## src/rtl/dma_page_pkg.sv

```systemverilog
// Package: dma_page_pkg
// Shared constants, the port map and the selection record for the DMA page
// register block. Slots 0..3 are channels 0..3, slots 4..6 are channels 5..7,
// slot 7 is refresh. Assumes exactly eight channels, as the controller pair has.
package dma_page_pkg;

    localparam int NUM_CHAN     = 8;
    localparam int NUM_SLOTS    = 8;
    localparam int SLOT_W       = $clog2(NUM_SLOTS);
    localparam int REFRESH_SLOT = NUM_SLOTS - 1;
    localparam int CASCADE_CHAN = 4;

    typedef struct packed {
        logic              valid;
        logic              word;
        logic [SLOT_W-1:0] slot;
    } dma_sel_t;

    // Returns the 8-bit I/O port of a storage slot.
    function automatic logic [7:0] slot_port(input int unsigned s);
        logic [7:0] p;
        case (s)
            0:       p = 8'h87;
            1:       p = 8'h83;
            2:       p = 8'h81;
            3:       p = 8'h82;
            4:       p = 8'h8B;
            5:       p = 8'h89;
            6:       p = 8'h8A;
            default: p = 8'h8F;
        endcase
        return p;
    endfunction

    // Maps a data channel number to its storage slot (channel 4 excluded).
    function automatic logic [SLOT_W-1:0] chan_slot(input int unsigned c);
        return (c < CASCADE_CHAN) ? SLOT_W'(c) : SLOT_W'(c - 1);
    endfunction

endpackage

```

## src/rtl/dma_page_decode.sv

```systemverilog
// Module: dma_page_decode
// Compares the full I/O address against each slot's port. It gives a one-hot
// match vector, a hit flag and the encoded slot number.
// Assumes the upper I/O address bits must be zero for a match.
module dma_page_decode
    import dma_page_pkg::*;
#(
    parameter int IO_AW = 16
) (
    input  logic [IO_AW-1:0]     io_addr,
    output logic [NUM_SLOTS-1:0] match,
    output logic                 hit,
    output logic [SLOT_W-1:0]    slot
);

    genvar g;
    generate
        for (g = 0; g < NUM_SLOTS; g++) begin : g_cmp
            // Per-slot full-width address comparator.
            assign match[g] = (io_addr == IO_AW'(slot_port(g)));
        end
    endgenerate

    // Any-slot hit flag.
    assign hit = |match;

    // Encode the one-hot match into a slot number.
    always_comb begin
        slot = '0;
        for (int i = 0; i < NUM_SLOTS; i++) begin
            if (match[i]) begin
                slot = SLOT_W'(i);
            end
        end
    end

endmodule

```

## src/rtl/dma_page_regfile.sv

```systemverilog
// Module: dma_page_regfile
// Holds one page register per slot. A slot loads when write and match are
// both high at the clock edge. Synchronous active-low reset clears every slot.
// Assumes at most one match bit is set.
module dma_page_regfile
    import dma_page_pkg::*;
#(
    parameter int PG_W = 8
) (
    input  logic                            clk,
    input  logic                            rst_n,
    input  logic                            wr,
    input  logic [NUM_SLOTS-1:0]            match,
    input  logic [PG_W-1:0]                 wdata,
    output logic [NUM_SLOTS-1:0][PG_W-1:0]  pages
);

    genvar g;
    generate
        for (g = 0; g < NUM_SLOTS; g++) begin : g_reg
            logic [PG_W-1:0] q;

            // Page register storage for one slot.
            always_ff @(posedge clk) begin
                if (!rst_n) begin
                    q <= '0;
                end else if (wr && match[g]) begin
                    q <= wdata;
                end
            end

            assign pages[g] = q;
        end
    endgenerate

endmodule

```

## src/rtl/dma_page_select.sv

```systemverilog
// Module: dma_page_select
// Chooses the source of the memory address. The lowest active data channel
// wins, the cascade channel 4 is ignored, and refresh is the last choice.
// Also reports whether the winner is a word channel.
module dma_page_select
    import dma_page_pkg::*;
(
    input  logic [NUM_CHAN-1:0] chan_act,
    input  logic                refresh_act,
    output dma_sel_t            sel
);

    // Priority pick: scanning from high to low lets the lowest channel win.
    always_comb begin
        sel = '0;
        if (refresh_act) begin
            sel.valid = 1'b1;
            sel.word  = 1'b0;
            sel.slot  = SLOT_W'(REFRESH_SLOT);
        end
        for (int c = NUM_CHAN - 1; c >= 0; c--) begin
            if (c != CASCADE_CHAN && chan_act[c]) begin
                sel.valid = 1'b1;
                sel.word  = (c > CASCADE_CHAN);
                sel.slot  = chan_slot(c);
            end
        end
    end

endmodule

```

## src/rtl/dma_page_compose.sv

```systemverilog
// Module: dma_page_compose
// Joins the selected page with the controller offset. The byte layout places
// the page above the offset. The word layout drops page bit 0, shifts the
// offset up one bit and forces bit 0 to zero. With no selection the output is 0.
module dma_page_compose
    import dma_page_pkg::*;
#(
    parameter int PG_W = 8,
    parameter int CA_W = 16,
    localparam int SA_W = PG_W + CA_W
) (
    input  dma_sel_t                        sel,
    input  logic [NUM_SLOTS-1:0][PG_W-1:0]  pages,
    input  logic [CA_W-1:0]                 ctl_addr,
    output logic [SA_W-1:0]                 mem_addr,
    output logic                            mem_addr_valid
);

    logic [PG_W-1:0] page;

    // Page of the selected slot.
    assign page = pages[sel.slot];

    // Address assembly in byte or word layout.
    always_comb begin
        if (!sel.valid) begin
            mem_addr = '0;
        end else if (sel.word) begin
            mem_addr = {page[PG_W-1:1], ctl_addr, 1'b0};
        end else begin
            mem_addr = {page, ctl_addr};
        end
    end

    // The address is valid whenever a source is selected.
    assign mem_addr_valid = sel.valid;

endmodule

```

## src/rtl/dma_page_addr.sv

```systemverilog
// Module: dma_page_addr (top)
// Page registers with I/O decode and readback, and the 24-bit DMA memory
// address composer. Readback and address paths are combinational.
// Register writes are synchronous. Assumes a single clock domain.
module dma_page_addr
    import dma_page_pkg::*;
#(
    parameter int IO_AW = 16,
    parameter int PG_W  = 8,
    parameter int CA_W  = 16,
    localparam int SA_W = PG_W + CA_W
) (
    input  logic                clk,
    input  logic                rst_n,
    input  logic [IO_AW-1:0]    io_addr,
    input  logic                io_wr,
    input  logic                io_rd,
    input  logic [PG_W-1:0]     io_wdata,
    output logic [PG_W-1:0]     io_rdata,
    output logic                io_rvalid,
    input  logic [NUM_CHAN-1:0] chan_act,
    input  logic                refresh_act,
    input  logic [CA_W-1:0]     ctl_addr,
    output logic [SA_W-1:0]     mem_addr,
    output logic                mem_addr_valid
);

    logic [NUM_SLOTS-1:0]           match;
    logic                           hit;
    logic [SLOT_W-1:0]              rd_slot;
    logic [NUM_SLOTS-1:0][PG_W-1:0] pages;
    dma_sel_t                       sel;

    dma_page_decode #(.IO_AW(IO_AW)) u_dec (
        .io_addr (io_addr),
        .match   (match),
        .hit     (hit),
        .slot    (rd_slot)
    );

    dma_page_regfile #(.PG_W(PG_W)) u_regs (
        .clk   (clk),
        .rst_n (rst_n),
        .wr    (io_wr),
        .match (match),
        .wdata (io_wdata),
        .pages (pages)
    );

    dma_page_select u_sel (
        .chan_act    (chan_act),
        .refresh_act (refresh_act),
        .sel         (sel)
    );

    dma_page_compose #(.PG_W(PG_W), .CA_W(CA_W)) u_cmp (
        .sel            (sel),
        .pages          (pages),
        .ctl_addr       (ctl_addr),
        .mem_addr       (mem_addr),
        .mem_addr_valid (mem_addr_valid)
    );

    // Readback: the stored value on a decoded read, zero otherwise.
    assign io_rvalid = io_rd && hit;
    assign io_rdata  = io_rvalid ? pages[rd_slot] : '0;

endmodule

```

## config.mk

```make
export PLATFORM = sky130hd
export DESIGN_NAME = dma_page_addr
export DESIGN_NICKNAME = d
export VERILOG_FILES = /design/src/rtl/dma_page_pkg.sv /design/src/rtl/dma_page_decode.sv /design/src/rtl/dma_page_regfile.sv /design/src/rtl/dma_page_select.sv /design/src/rtl/dma_page_compose.sv /design/src/rtl/dma_page_addr.sv
export SDC_FILE = /design/constraint.sdc
export NUM_CORES = 1
export LEC_CHECK = 0
export ABC_AREA = 1
export BUFFER_PORTS_ARGS = -buffer_cell sky130_fd_sc_hd__buf_2
export CAP_MARGIN = 20
export CORE_AREA = 2 2 76 133
export DETAILED_ROUTE_END_ITERATION = 6
export DIE_AREA = 0 0 78 135
export PLACE_DENSITY = 0.66
export SKIP_CTS_REPAIR_TIMING = 1
export SYNTH_ARGS = -nofsm -noshare
export SYNTH_HDL_FRONTEND = slang
export SYNTH_SLANG_ARGS = --single-unit
export TNS_END_PERCENT = 1
```

## constraint.sdc

```tcl
create_clock -name clk -period 2 [get_ports clk]
set_clock_uncertainty 0.2 [all_clocks]
set_input_delay 0.2 -clock clk [delete_from_list [all_inputs] [get_ports clk]]
set_output_delay 0.2 -clock clk [all_outputs]
set_load 0.01 [all_outputs]
```

== After elaboration in Yosys (flattened, before gate mapping) ==
Index checks and enable logic that the tools add are counted.
Cells by class
  magnitude comparators: 2
  equality and inequality tests: 8
  mux-type cells: 22
  reduce and logical (&&, ||, !) cells: 10
Operator list (count)
  == test 16 x 8 -> 1 bit (second input constant): 8
  binary-select mux 8 bit (select 3 bit): 2
  two-way mux 5 bit: 8
  two-way mux 24 bit: 1
  two-way mux 8 bit: 3
  two-way mux 17 bit: 1
  two-way mux 3 bit: 4
  logical AND 1 bit: 9
  less-than comparator 3 x 4 -> 1 bit (second input constant): 2
  OR reduction 8 bit: 1
  two-way mux 2 bit: 2
  two-way mux 1 bit: 1
Word-level totals
  register bits: 64
  input bits: 53
  output and inout port bits: 34
  logic and storage cells: 50

== Depth between registers and ports, before layout ==
Gate-level depths: netlist of the first run.
  depth after elaboration: 12
  gate-level depth with buffers: 15
  gate-level depth less buffers: 14

== Cells and area by module ==
Synthesis of the first run repeated with hierarchy kept, for this count alone.
Unflattened totals
  cells, all modules: 959
  area, all modules: 5134.9 um^2
By module, submodules not included
  dma_page_regfile: instances 1, cells each 416, area an instance 2748.9 um^2, sequential area each 1281.2 um^2
  dma_page_compose: instances 1, cells each 223, area an instance 952.2 um^2, sequential area each 0.0 um^2
  dma_page_addr: instances 1, cells each 216, area an instance 934.6 um^2, sequential area each 0.0 um^2
  dma_page_decode: instances 1, cells each 82, area an instance 396.6 um^2, sequential area each 0.0 um^2
  dma_page_select: instances 1, cells each 22, area an instance 102.6 um^2, sequential area each 0.0 um^2

== Least setup slack after synthesis of the first run ==
No wires, ideal clock.
  kind: input to output
  start point: in io_addr[15]
  end point: out io_rdata[0]
  arrival time: 1.486 ns
  data required time: 1.600 ns
  setup slack: 0.114 ns
  stages on the path: 10
  buffers on the path: 2
  cells stage by stage: nor2_1 > nand2_1 > nor2_4 > buf_4 > nand3_1 > nand2_2 > o21a_1 > buf_4 > nand2_1 > nor2_1
Between the ends
  elaborated cells between the ends (all ways): 20
  those cells by class: eq/ne: 8; mux: 10; reduce/logical: 2
RTL lines
  start, declared: RTL line dma_page_addr.sv:15  | input logic [IO_AW-1:0] io_addr,
  == test 16 x 8 -> 1 bit: RTL line dma_page_decode.sv:20  | assign match[g] = (io_addr == IO_AW'(slot_port(g)));
  OR reduction 8 bit *: RTL line dma_page_decode.sv:25  | assign hit = |match;
  logical AND 1 bit *: RTL line dma_page_addr.sv:65  | assign io_rvalid = io_rd && hit;
  named net io_rvalid: RTL line dma_page_addr.sv:20  | output logic io_rvalid,
  two-way mux 8 bit *: RTL line dma_page_addr.sv:66  | assign io_rdata = io_rvalid ? pages[rd_slot] : '0;
  end, declared: RTL line dma_page_addr.sv:19  | output logic [PG_W-1:0] io_rdata,
The timed path passes the listed nets; every way through them passes the cells marked *. The select of a mux whose other input is x is not followed.

== Worst setup path in the final report of the first run ==
  start point: in io_addr[10]
  end point: out io_rdata[7]
Between the ends
  word-level cells in the longest chain between the ends: 11
  elaborated cells between the ends (all ways): 20
  those cells by class: eq/ne: 8; mux: 10; reduce/logical: 2
RTL lines
  == test 16 x 8 -> 1 bit: RTL line dma_page_decode.sv:20
  two-way mux 1 bit: RTL line dma_page_decode.sv:31  | if (match[i]) begin
  two-way mux 2 bit (2 in series): RTL line dma_page_decode.sv:31
  two-way mux 3 bit (4 in series): RTL line dma_page_decode.sv:31
  binary-select mux 8 bit (select 3 bit): RTL line dma_page_addr.sv:66
  two-way mux 8 bit (not written as such): RTL line dma_page_addr.sv:66
  two-way mux 8 bit *: RTL line dma_page_addr.sv:66
Mark *: on every way between the ends. The rest lies on a longest branch, timed or not. The select of a mux whose other input is x is not followed.

==> flow_metrics.py, run 1 <==
metrics = {
    "finish": {
        "largest_reg_flops": 64,
        "final_common_cell": "nand2_1",
        "finalNetCount": 856,
        "finalNonFillerCells": 930,
        "mostFrequentLayoutCells": "nand2_1, o21ai_0, buf_2",
        "layout-drive-gt1-share": 0.257,
        "syn2layout_area_growth_pct": 34.8,
        "regMostFlops": "u_regs.g.q",
        "antenna_cells": 0,
        "top_regs": "u_regs.g.q: 64 flops",
    },
    "timing": {
        "tightest_slew_ns": 0.458,
        "max_freq_ghz": 0.446,
        "rsz0062_at_grt": "yes",
        "hold_viol": 2,
        "setup_tns_ns": -1.71,
        "finalCriticalPeriod_ns": 2.24,
        "slew_headroom": 0.692,
        "fin_ws_ns": -0.241,
        "timing.hold.ws_ns": -0.00434,
        "finalSetupViolCount": 8,
        "slew_violations": 0,
        "post-route-period-util": 1.12,
    },
    "power_and_ir_drop": {
        "powerDensity_nw_per_um2": 584,
        "leakage_uw": 0.00244,
        "clock_power_share": 0.490,
        "p_int_uw": 2460,
        "seqPwrFrac": 0.389,
        "ir_worst_vdd_mv": 0.402,
        "power_frac_comb": 0.120,
        "switchingPower_uw": 813,
        "switching_share": 0.248,
    },
    "min_path": {
        "hp-start": "io_wdata[1]",
        "hold_path.class": "in -> reg",
        "hold_depth": 3,
        "worst_hold_path.endpoint": "u_regs.g_reg[6].q[1]$_SDFFE_PN0P_",
    },
    "setup_path": {
        "crit_type": "in -> out",
        "reg2reg_slack_ns": 1.12,
        "r2r_end": "u_regs.g_reg[7].q[0]$_SDFFE_PN0P_",
        "ff2ff_path_depth": 2,
        "r2r-start": "u_regs.g_reg[7].q[0]$_SDFFE_PN0P_",
        "start_kind": "primary input",
        "crit_arrival_ns": 1.84,
        "end_kind": "primary output",
        "cp_max_fo": 8,
        "critPathRequiredTime_ns": 1.60,
    },
    "logic_synthesis": {
        "syn_area_sq_um": 4160,
        "synth_top_cell_by_area": "dfxtp_1",
        "synthCells": 686,
        "ys_ff_latch": 64,
        "synth_area_leaders": "dfxtp_1, nand2_1, o21ai_0, a21oi_1, nand3_1",
        "synthDistinctLibCells": 29,
        "syn_nets": 739,
        "synth_top_area_frac": 0.308,
        "yosysSeqAreaShare": 0.308,
        "syn-mean-instance-area_sq_um": 6.06,
        "ys_warn_count": 0,
    },
    "routing": {
        "drtIter0Drc": 401,
        "post_drt_wl_per_cell_um": 16.1,
        "via_count": 5182,
        "drt_wl_total_mm": 15.0,
        "drt_pre_antenna_iters": 6,
        "drc": 0,
        "ant_nets": 0,
        "routed_via_density": 5.57,
    },
    "die": {
        "coreArea_sq_um": 9410,
        "die_width_um": 78,
        "ios": 87,
        "fp-row-count": 47,
        "start_util": 0.442,
        "die_height_um": 135,
        "dieArea_sq_um": 10500,
    },
    "global_routing": {
        "grt_max_degree": 45,
        "grtUsageMet1": 0.301,
        "grt_overflow": 0,
        "grt_pass1_vias": 4924,
        "use_met3": 0.0341,
        "grt_pass1_wl_mm": 23.3,
        "grt_usage": 0.280,
        "antenna_found_initial": 0,
        "busiest_layer": "met2",
        "grt_use_met2": 0.503,
    },
    "clocking": {
        "clock_latency_ns": 0.33,
        "cts-root-buf": "clkbuf_16",
        "h-tree-depth": 3,
        "clock_sinks": 64,
        "cts_tree": "built",
        "clk_path_buf_depth": 2,
        "clk_transition_reported_paths_ns": 0.05,
        "cts_buffers": 9,
    },
    "place": {
        "dpl.hpwl_mm": 10.4,
        "place_congestion": 0.871,
        "placement.io_buffers": 85,
        "dp.cells": 912,
    },
    "run": {
        "cap_violations": 0,
    },
    "run_status": {
        "outcome": "finished, violations left",
        "violations": "negative hold slack, negative setup slack",
    },
}
==> synthesized netlist by cell type, drive strengths merged <==
library cell  number
a21oi             71
buf               17
clkbuf            22
clkinv             1
dfxtp             64
inv               83
nand2            122
nand3             71
nand3b             1
nand4             25
nor2              90
nor3              13
nor4               2
o211ai            14
o21a               1
o21ai             89
==> power groups by stage <==
| stage | registers, uW | clock network [uW] | logic (uW) |
|---|---|---|---|
| floorplan | 1300 | 0 | 174 |
| global placement | 1300 | 0 | 351 |
| detailed placement | 1300 | 0 | 359 |
| global route | 1270 | 1660 | 430 |
| finish | 1280 | 1610 | 395 |
| CTS | 1280 | 1610 | 360 |
==> stage by stage <==
step	hold slack (ns)	power (uW)	cell area [sq um]	setup WS (ns)	util
5_1_grt	0.0146	3370	5610	-0.383	0.596
4_1_cts	-0.00955	3250	5410	-0.269	0.575
3_5_place_dp	0.262	1660	5100	-0.257	0.542
6_report	-0.00434	3280	5610	-0.241	0.596
3_3_place_gp	0.252	1650	5100	-0.226	0.542
2_1_floorplan	0.142	1480	4160	0.114	-
==> layout make-up <==
type,instances,area [sq um]
clock buffers,11,253
clock inverters,5,55.1
fillers,913,3800
inverters,84,322
multi-input cells,500,2520
flip-flops and latches,64,1280
well taps,122,153
repair buffers,144,1020
==> layer usage <==
layer / vias to the layer above / part of all wire
li1: 2514 / -
met1: 2344 / 0.37
met2: 262 / 0.50
met3: 62 / 0.065
met4: 0 / 0.067
met5: - / 0
==> worst max path at each step <==
| stage | to | startpoint | slack [ns] | cells past startpoint |
|---|---|---|---|---|
| 2_1_floorplan | io_rdata[0] | io_addr[15] | 0.11 | 10 |
| 3_3_place_gp | io_rdata[4] | io_addr[6] | -0.23 | 13 |
| 3_5_place_dp | io_rdata[4] | io_addr[13] | -0.26 | 13 |
| 4_1_cts | io_rdata[4] | io_addr[13] | -0.27 | 13 |
| 5_1_grt | io_rdata[0] | io_addr[1] | -0.38 | 13 |
| 6_report | io_rdata[7] | io_addr[10] | -0.24 | 13 |
==> kinds of logic after synthesis <==
group | Yosys count | share of synthesized area
AOI/OAI and AO/OA | 175 | 0.223
buffers and inverters | 123 | 0.121
and+or+nand+nor | 324 | 0.348
DFF | 64 | 0.308
==> worst max-delay path: stages <==
cell and delay (ns):
buf_6 0.10, nor2_4 0.11, nand2_2 0.08, nor2_4 0.21, nand3_1 0.13, nand2_2 0.10
inv_4 0.05, nand2_4 0.09, clkinvlp_4 0.27, nand3_1 0.17, nand2_1 0.06, nor2_1 0.12
buf_2 0.15
Power figures use the tool's default switching activity.
==> run 2, diff against run 1 <==
--- a/config.mk
+++ b/config.mk
@@ -11,8 +11,8 @@
 export CORE_AREA = 2 2 76 133
 export DETAILED_ROUTE_END_ITERATION = 6
 export DIE_AREA = 0 0 78 135
-export PLACE_DENSITY = 0.66
-export SKIP_CTS_REPAIR_TIMING = 1
+export GPL_TIMING_DRIVEN = 1
+export PLACE_DENSITY = 0.69
 export SYNTH_ARGS = -nofsm -noshare
 export SYNTH_HDL_FRONTEND = slang
 export SYNTH_SLANG_ARGS = --single-unit
==> constraint.sdc (replaced) <==
create_clock -name clk -period 1.85 [get_ports clk]
set_clock_uncertainty 0.2 [all_clocks]
set_input_delay 0.185 -clock clk [delete_from_list [all_inputs] [get_ports clk]]
set_output_delay 0.185 -clock clk [all_outputs]
set_load 0.01 [all_outputs]
==> flow_metrics.py, run 2 (synthesis results as in run 1) <==
metrics = {
    "power_and_ir_drop": {
        "leakage_uw": 0.00246,
        "p_int_uw": 2670,
        "seqPwrFrac": 0.391,
        "clock_power_share": 0.486,
        "switchingPower_uw": 852,
        "power_frac_comb": 0.123,
        "power_uw": 3530,
        "powerDensity_nw_per_um2": 625,
        "ir_worst_vdd_mv": 0.624,
        "switching_share": 0.242,
    },
    "finish": {
        "final_common_cell": "nand2_1",
        "mostFrequentLayoutCells": "nand2_1, o21ai_0, buf_2",
        "layout-drive-gt1-share": 0.246,
        "syn2layout_area_growth_pct": 35.5,
        "regMostFlops": "u_regs.g.q",
        "top_regs": "u_regs.g.q: 64 flops",
        "utilization": 0.599,
        "finalNonFillerCells": 945,
        "largest_reg_flops": 64,
        "finalNetCount": 870,
    },
    "die": {
        "dieArea_sq_um": 10500,
        "die_height_um": 135,
        "fp-row-count": 47,
        "coreArea_sq_um": 9410,
        "ios": 87,
        "die_width_um": 78,
        "start_util": 0.442,
    },
    "timing": {
        "timing.hold.ws_ns": 0.0154,
        "post-route-period-util": 1.17,
        "finalSetupViolCount": 14,
        "fin_ws_ns": -0.315,
        "setup_tns_ns": -2.41,
        "hold_viol": 0,
        "tightest_slew_ns": 0.322,
        "finalCriticalPeriod_ns": 2.17,
        "slew_violations": 0,
        "slew_headroom": 0.783,
        "max_freq_ghz": 0.462,
        "rsz0062_at_grt": "yes",
    },
    "routing": {
        "post_drt_wl_per_cell_um": 15.2,
        "drt_wl_total_mm": 14.4,
        "routed_via_density": 5.51,
        "drtIter0Drc": 381,
        "drc": 0,
        "via_count": 5207,
        "drt_pre_antenna_iters": 6,
        "ant_nets": 0,
    },
    "place": {
        "placement.io_buffers": 85,
        "dpl.hpwl_mm": 10.6,
        "place_congestion": 0.920,
        "dp.cells": 918,
    },
    "clocking": {
        "clk_path_buf_depth": 2,
        "cts_buffers": 9,
        "clock_sinks": 64,
        "clk_transition_reported_paths_ns": 0.05,
        "clock_latency_ns": 0.33,
        "cts_tree": "built",
        "h-tree-depth": 3,
        "cts-root-buf": "clkbuf_16",
    },
    "setup_path": {
        "start_kind": "primary input",
        "r2r-start": "u_regs.g_reg[7].q[2]$_SDFFE_PN0P_",
        "crit_type": "in -> out",
        "crit_arrival_ns": 1.78,
        "end_kind": "primary output",
        "crit_start": "io_addr[5]",
        "cp_max_fo": 10,
        "critPathRequiredTime_ns": 1.46,
    },
    "global_routing": {
        "grt_max_degree": 42,
        "grt_usage": 0.279,
        "antenna_found_initial": 1,
        "grt_overflow": 0,
        "grt_pass1_vias": 4934,
        "grt_pass1_wl_mm": 23.2,
    },
    "run_status": {
        "outcome": "finished, violations left",
        "violations": "negative setup slack",
    },
    "min_path": {
        "hp-start": "io_wdata[2]",
        "hold_path.class": "in -> reg",
    },
    "run": {
        "cap_violations": 0,
    },
}
## run 2: changes by cell type in the layout (fill, tap and decap cells not counted), sizes merged
| cell | delta |
|---|---|
| buf | +8 |
| dlygate4sd3 | +7 |
| clkinvlp | -3 |
| clkbuf | +2 |
| diode | +1 |
| inv | +1 |
| nand2 | -1 |
## run 2: power by group through the flow
stage / sequential, uW / combinational [uW] / clock, uW
after floorplan: 1410 / 189 / 0
after global placement: 1410 / 385 / 0
after detailed placement: 1410 / 394 / 0
after CTS: 1380 / 416 / 1740
after global routing: 1380 / 474 / 1780
final: 1380 / 433 / 1710
## run 2: routing by layer
layer | track usage | part of all wire | vias to the layer above
li1 | - | - | 2548
met1 | 0.298 | 0.37 | 2363
met2 | 0.486 | 0.49 | 233
met3 | 0.0414 | 0.059 | 63
met4 | 0.214 | 0.073 | 0
met5 | 0 | 0 | -
## run 2: what timing repair did
action,CTS,global route
hold endpoints to repair,9,0
resized for setup,17,19
hold buffers,7,0
pin swaps,3,6
endpoints found under the setup margin,31,32
buffers inserted,1,2
## run 2: worst paths after layout
path / cells past startpoint / endpoint / slack [ns]
min: 3 / u_regs.g_reg[6].q[2]$_SDFFE_PN0P_ / 0.02
max: 15 / io_rdata[4] / -0.32
max reg2reg: 2 / u_regs.g_reg[7].q[2]$_SDFFE_PN0P_ / 0.99
min reg2reg: 2 / u_regs.g_reg[0].q[6]$_SDFFE_PN0P_ / 0.27
## run 2: stage by stage
stage	area (sq um)	setup slack (ns)
2_1_floorplan	4160	-0.00630
3_3_place_gp	5120	-0.281
3_5_place_dp	5120	-0.326
4_1_cts	5540	-0.268
5_1_grt	5640	-0.453
6_report	5640	-0.315
## run 2: critical path, stage by stage
cell and delay, ns:
buf_2 0.09, nor2_1 0.17, nand2_4 0.13, nor2_4 0.14, nand3_1 0.10, nand2_1 0.08, inv_1 0.08, nand2_4 0.09
inv_2 0.07, buf_12 0.14, nand3_1 0.10, nand2_1 0.07, nor2_2 0.12, nor2_1 0.06, buf_2 0.14
## run 2: layout make-up
type / count / area (sq um)
Fill cell: 904 / 3770
Multi-Input combinational cell: 499 / 2470
Sequential cell: 64 / 1280
Timing Repair Buffer: 159 / 1110
Inverter: 84 / 318
Clock buffer: 13 / 260
Tap cell: 122 / 153
Clock inverter: 3 / 40.0
Antenna cell: 1 / 2.50
==> run 3, diff against run 2 <==
--- a/config.mk
+++ b/config.mk
@@ -12,7 +12,7 @@
 export DETAILED_ROUTE_END_ITERATION = 6
 export DIE_AREA = 0 0 78 135
 export GPL_TIMING_DRIVEN = 1
-export PLACE_DENSITY = 0.69
+export PLACE_DENSITY = 0.66
 export SYNTH_ARGS = -nofsm -noshare
 export SYNTH_HDL_FRONTEND = slang
 export SYNTH_SLANG_ARGS = --single-unit
==> constraint.sdc (replaced) <==
create_clock -name clk -period 2.2 [get_ports clk]
set_clock_uncertainty 0.2 [all_clocks]
set_input_delay 0.22 -clock clk [delete_from_list [all_inputs] [get_ports clk]]
set_output_delay 0.22 -clock clk [all_outputs]
set_load 0.01 [all_outputs]
==> flow_metrics.py, run 3 (synthesis results as in run 1) <==
metrics = {
    "finish": {
        "multi_input_area_sq_um": 2550,
        "utilization": 0.592,
        "layout-drive-gt1-share": 0.246,
        "final_common_cell": "nand2_1",
        "regMostFlops": "u_regs.g.q",
        "syn2layout_area_growth_pct": 34.0,
        "largest_reg_flops": 64,
        "finalNonFillerCells": 920,
        "top_regs": "u_regs.g.q: 64 flops",
        "fill_cells": 879,
        "finalNetCount": 845,
        "mostFrequentLayoutCells": "nand2_1, o21ai_0, buf_2",
        "regArea_sq_um": 1280,
    },
    "routing": {
        "drt_wl_total_mm": 14.7,
        "drt_pre_antenna_iters": 5,
        "drtIter0Drc": 416,
        "routed_via_density": 5.55,
        "via_count": 5103,
        "ant_nets": 0,
        "drc": 0,
        "post_drt_wl_per_cell_um": 16.0,
    },
    "clocking": {
        "clock_latency_ns": 0.33,
        "cts_buffers": 9,
        "cts_tree": "built",
        "clk_path_buf_depth": 2,
        "clk_transition_reported_paths_ns": 0.05,
        "cts-root-buf": "clkbuf_16",
        "h-tree-depth": 3,
        "clock_sinks": 64,
    },
    "global_routing": {
        "use_met3": 0.0381,
        "grt_pass1_vias": 4757,
        "busiest_layer": "met2",
        "grt_overflow": 0,
        "grtUsageMet1": 0.314,
        "antenna_found_initial": 1,
        "grt_pass1_wl_mm": 22.7,
        "grt_usage": 0.277,
        "grt_max_degree": 61,
        "grt_use_met2": 0.489,
    },
    "setup_path": {
        "crit_start": "io_addr[3]",
        "end_kind": "primary output",
        "r2r_end": "u_regs.g_reg[7].q[3]$_SDFFE_PN0P_",
        "critPathRequiredTime_ns": 1.78,
        "crit_path_end": "io_rdata[7]",
        "r2r-start": "u_regs.g_reg[7].q[3]$_SDFFE_PN0P_",
        "cp_max_fo": 8,
        "reg2reg_slack_ns": 1.34,
        "ff2ff_path_depth": 2,
        "crit_arrival_ns": 1.80,
        "crit_type": "in -> out",
        "start_kind": "primary input",
    },
    "place": {
        "placement.io_buffers": 85,
        "place_congestion": 0.861,
        "dp_slack_ns": -0.00693,
        "dpl.hpwl_mm": 9.73,
        "dp.cells": 893,
    },
    "power_and_ir_drop": {
        "ir_worst_vdd_mv": 0.453,
        "powerDensity_nw_per_um2": 577,
        "power_uw": 3210,
        "leakage_uw": 0.00242,
    },
    "timing": {
        "hold_viol": 0,
        "finalCriticalPeriod_ns": 2.22,
        "tightest_slew_ns": 0.447,
        "fin_ws_ns": -0.0245,
        "slew_headroom": 0.699,
        "rsz0062_at_grt": "yes",
        "max_freq_ghz": 0.450,
        "finalSetupViolCount": 5,
        "post-route-period-util": 1.01,
        "slew_violations": 0,
    },
    "die": {
        "start_util": 0.442,
        "die_height_um": 135,
        "fp-row-count": 47,
        "dieArea_sq_um": 10500,
        "coreArea_sq_um": 9410,
        "ios": 87,
        "die_width_um": 78,
    },
    "run": {
        "cap_violations": 0,
    },
    "min_path": {
        "hold_path.class": "in -> reg",
    },
    "run_status": {
        "outcome": "finished, violations left",
        "violations": "negative setup slack",
    },
}
run 3: cell count changes in the layout (fill, tap and decap cells not counted), moves of 4 or more:
cell / previous run / this run
nand3_1: 67 / 60
nand3_4: 1 / 5
nand2_1: 117 / 110
nand2_2: 2 / 9
nand3_2: 3 / 8
dlygate4sd3_1: 7 / 1
buf_4: 56 / 31
run 3: power by group:
part | total, uW | switching [uW] | internal, uW
Clock | 1730 | 531 | 1200
Sequential | 1160 | 0.00746 | 1160
Combinational | 323 | 203 | 120
Total | 3210 | 734 | 2480
run 3: worst min path at each step:
stage / slack, ns / depth (start not counted) / to / startpoint
after global placement: 0.25 / 2 / u_regs.g_reg[4].q[7]$_SDFFE_PN0P_ / u_regs.g_reg[4].q[7]$_SDFFE_PN0P_
after global routing: 0.02 / 3 / u_regs.g_reg[6].q[3]$_SDFFE_PN0P_ / io_wdata[3]
final: 0.01 / 3 / u_regs.g_reg[6].q[3]$_SDFFE_PN0P_ / io_wdata[3]
after CTS: 0.01 / 3 / u_regs.g_reg[6].q[3]$_SDFFE_PN0P_ / io_wdata[3]
after detailed placement: 0.26 / 2 / u_regs.g_reg[0].q[0]$_SDFFE_PN0P_ / u_regs.g_reg[0].q[0]$_SDFFE_PN0P_
after floorplan: 0.16 / 2 / u_regs.g_reg[7].q[0]$_SDFFE_PN0P_ / io_wdata[0]
run 3: per-stage QoR:
stage	TNS, ns	area [sq um]	hold WS, ns
6_report	-0.0585	5570	0.0142
5_1_grt	-0.783	5570	0.0223
4_1_cts	-0.0280	5280	0.0122
3_5_place_dp	-0.00693	4910	0.259
3_3_place_gp	-0.00348	4910	0.254
2_1_floorplan	0	4160	0.162
run 3: routing by layer:
metal	wire length, um	part of all wire	vias up
li1	-	-	2502
met3	1220	0.083	51
met4	848	0.058	0
met2	7170	0.49	253
met5	0	0	-
met1	5490	0.37	2297
run 3: layout make-up:
type,instances,share of cell area
Multi-Input combinational cell,501,0.457
Sequential cell,64,0.230
Timing Repair Buffer,132,0.162
Inverter,84,0.0573
Clock buffer,12,0.0478
Tap cell,122,0.0274
Clock inverter,4,0.0177
Antenna cell,1,0.000449
run 3: timing repair:
| item | 4_1_cts | 5_1_grt |
|---|---|---|
| endpoints found under the setup margin | 3 | 15 |
| pin swaps | 0 | 20 |
| hold endpoints to repair | 1 | 0 |
| resized for setup | 0 | 49 |
| gates cloned | 0 | 3 |
| hold buffers | 1 | 0 |
| buffers inserted | 0 | 7 |
run 3: worst max-delay path: stages:
cell       delay (ns)
buf_2            0.14
nor2_2           0.19
nand2_1          0.10
nor2_2           0.21
o21ai_4          0.13
nand3_4          0.15
clkbuf_16        0.17
nand2_1          0.05
nand3_1          0.06
nand2_1          0.05
nor2_1           0.13
nor2_1           0.07
buf_2            0.14
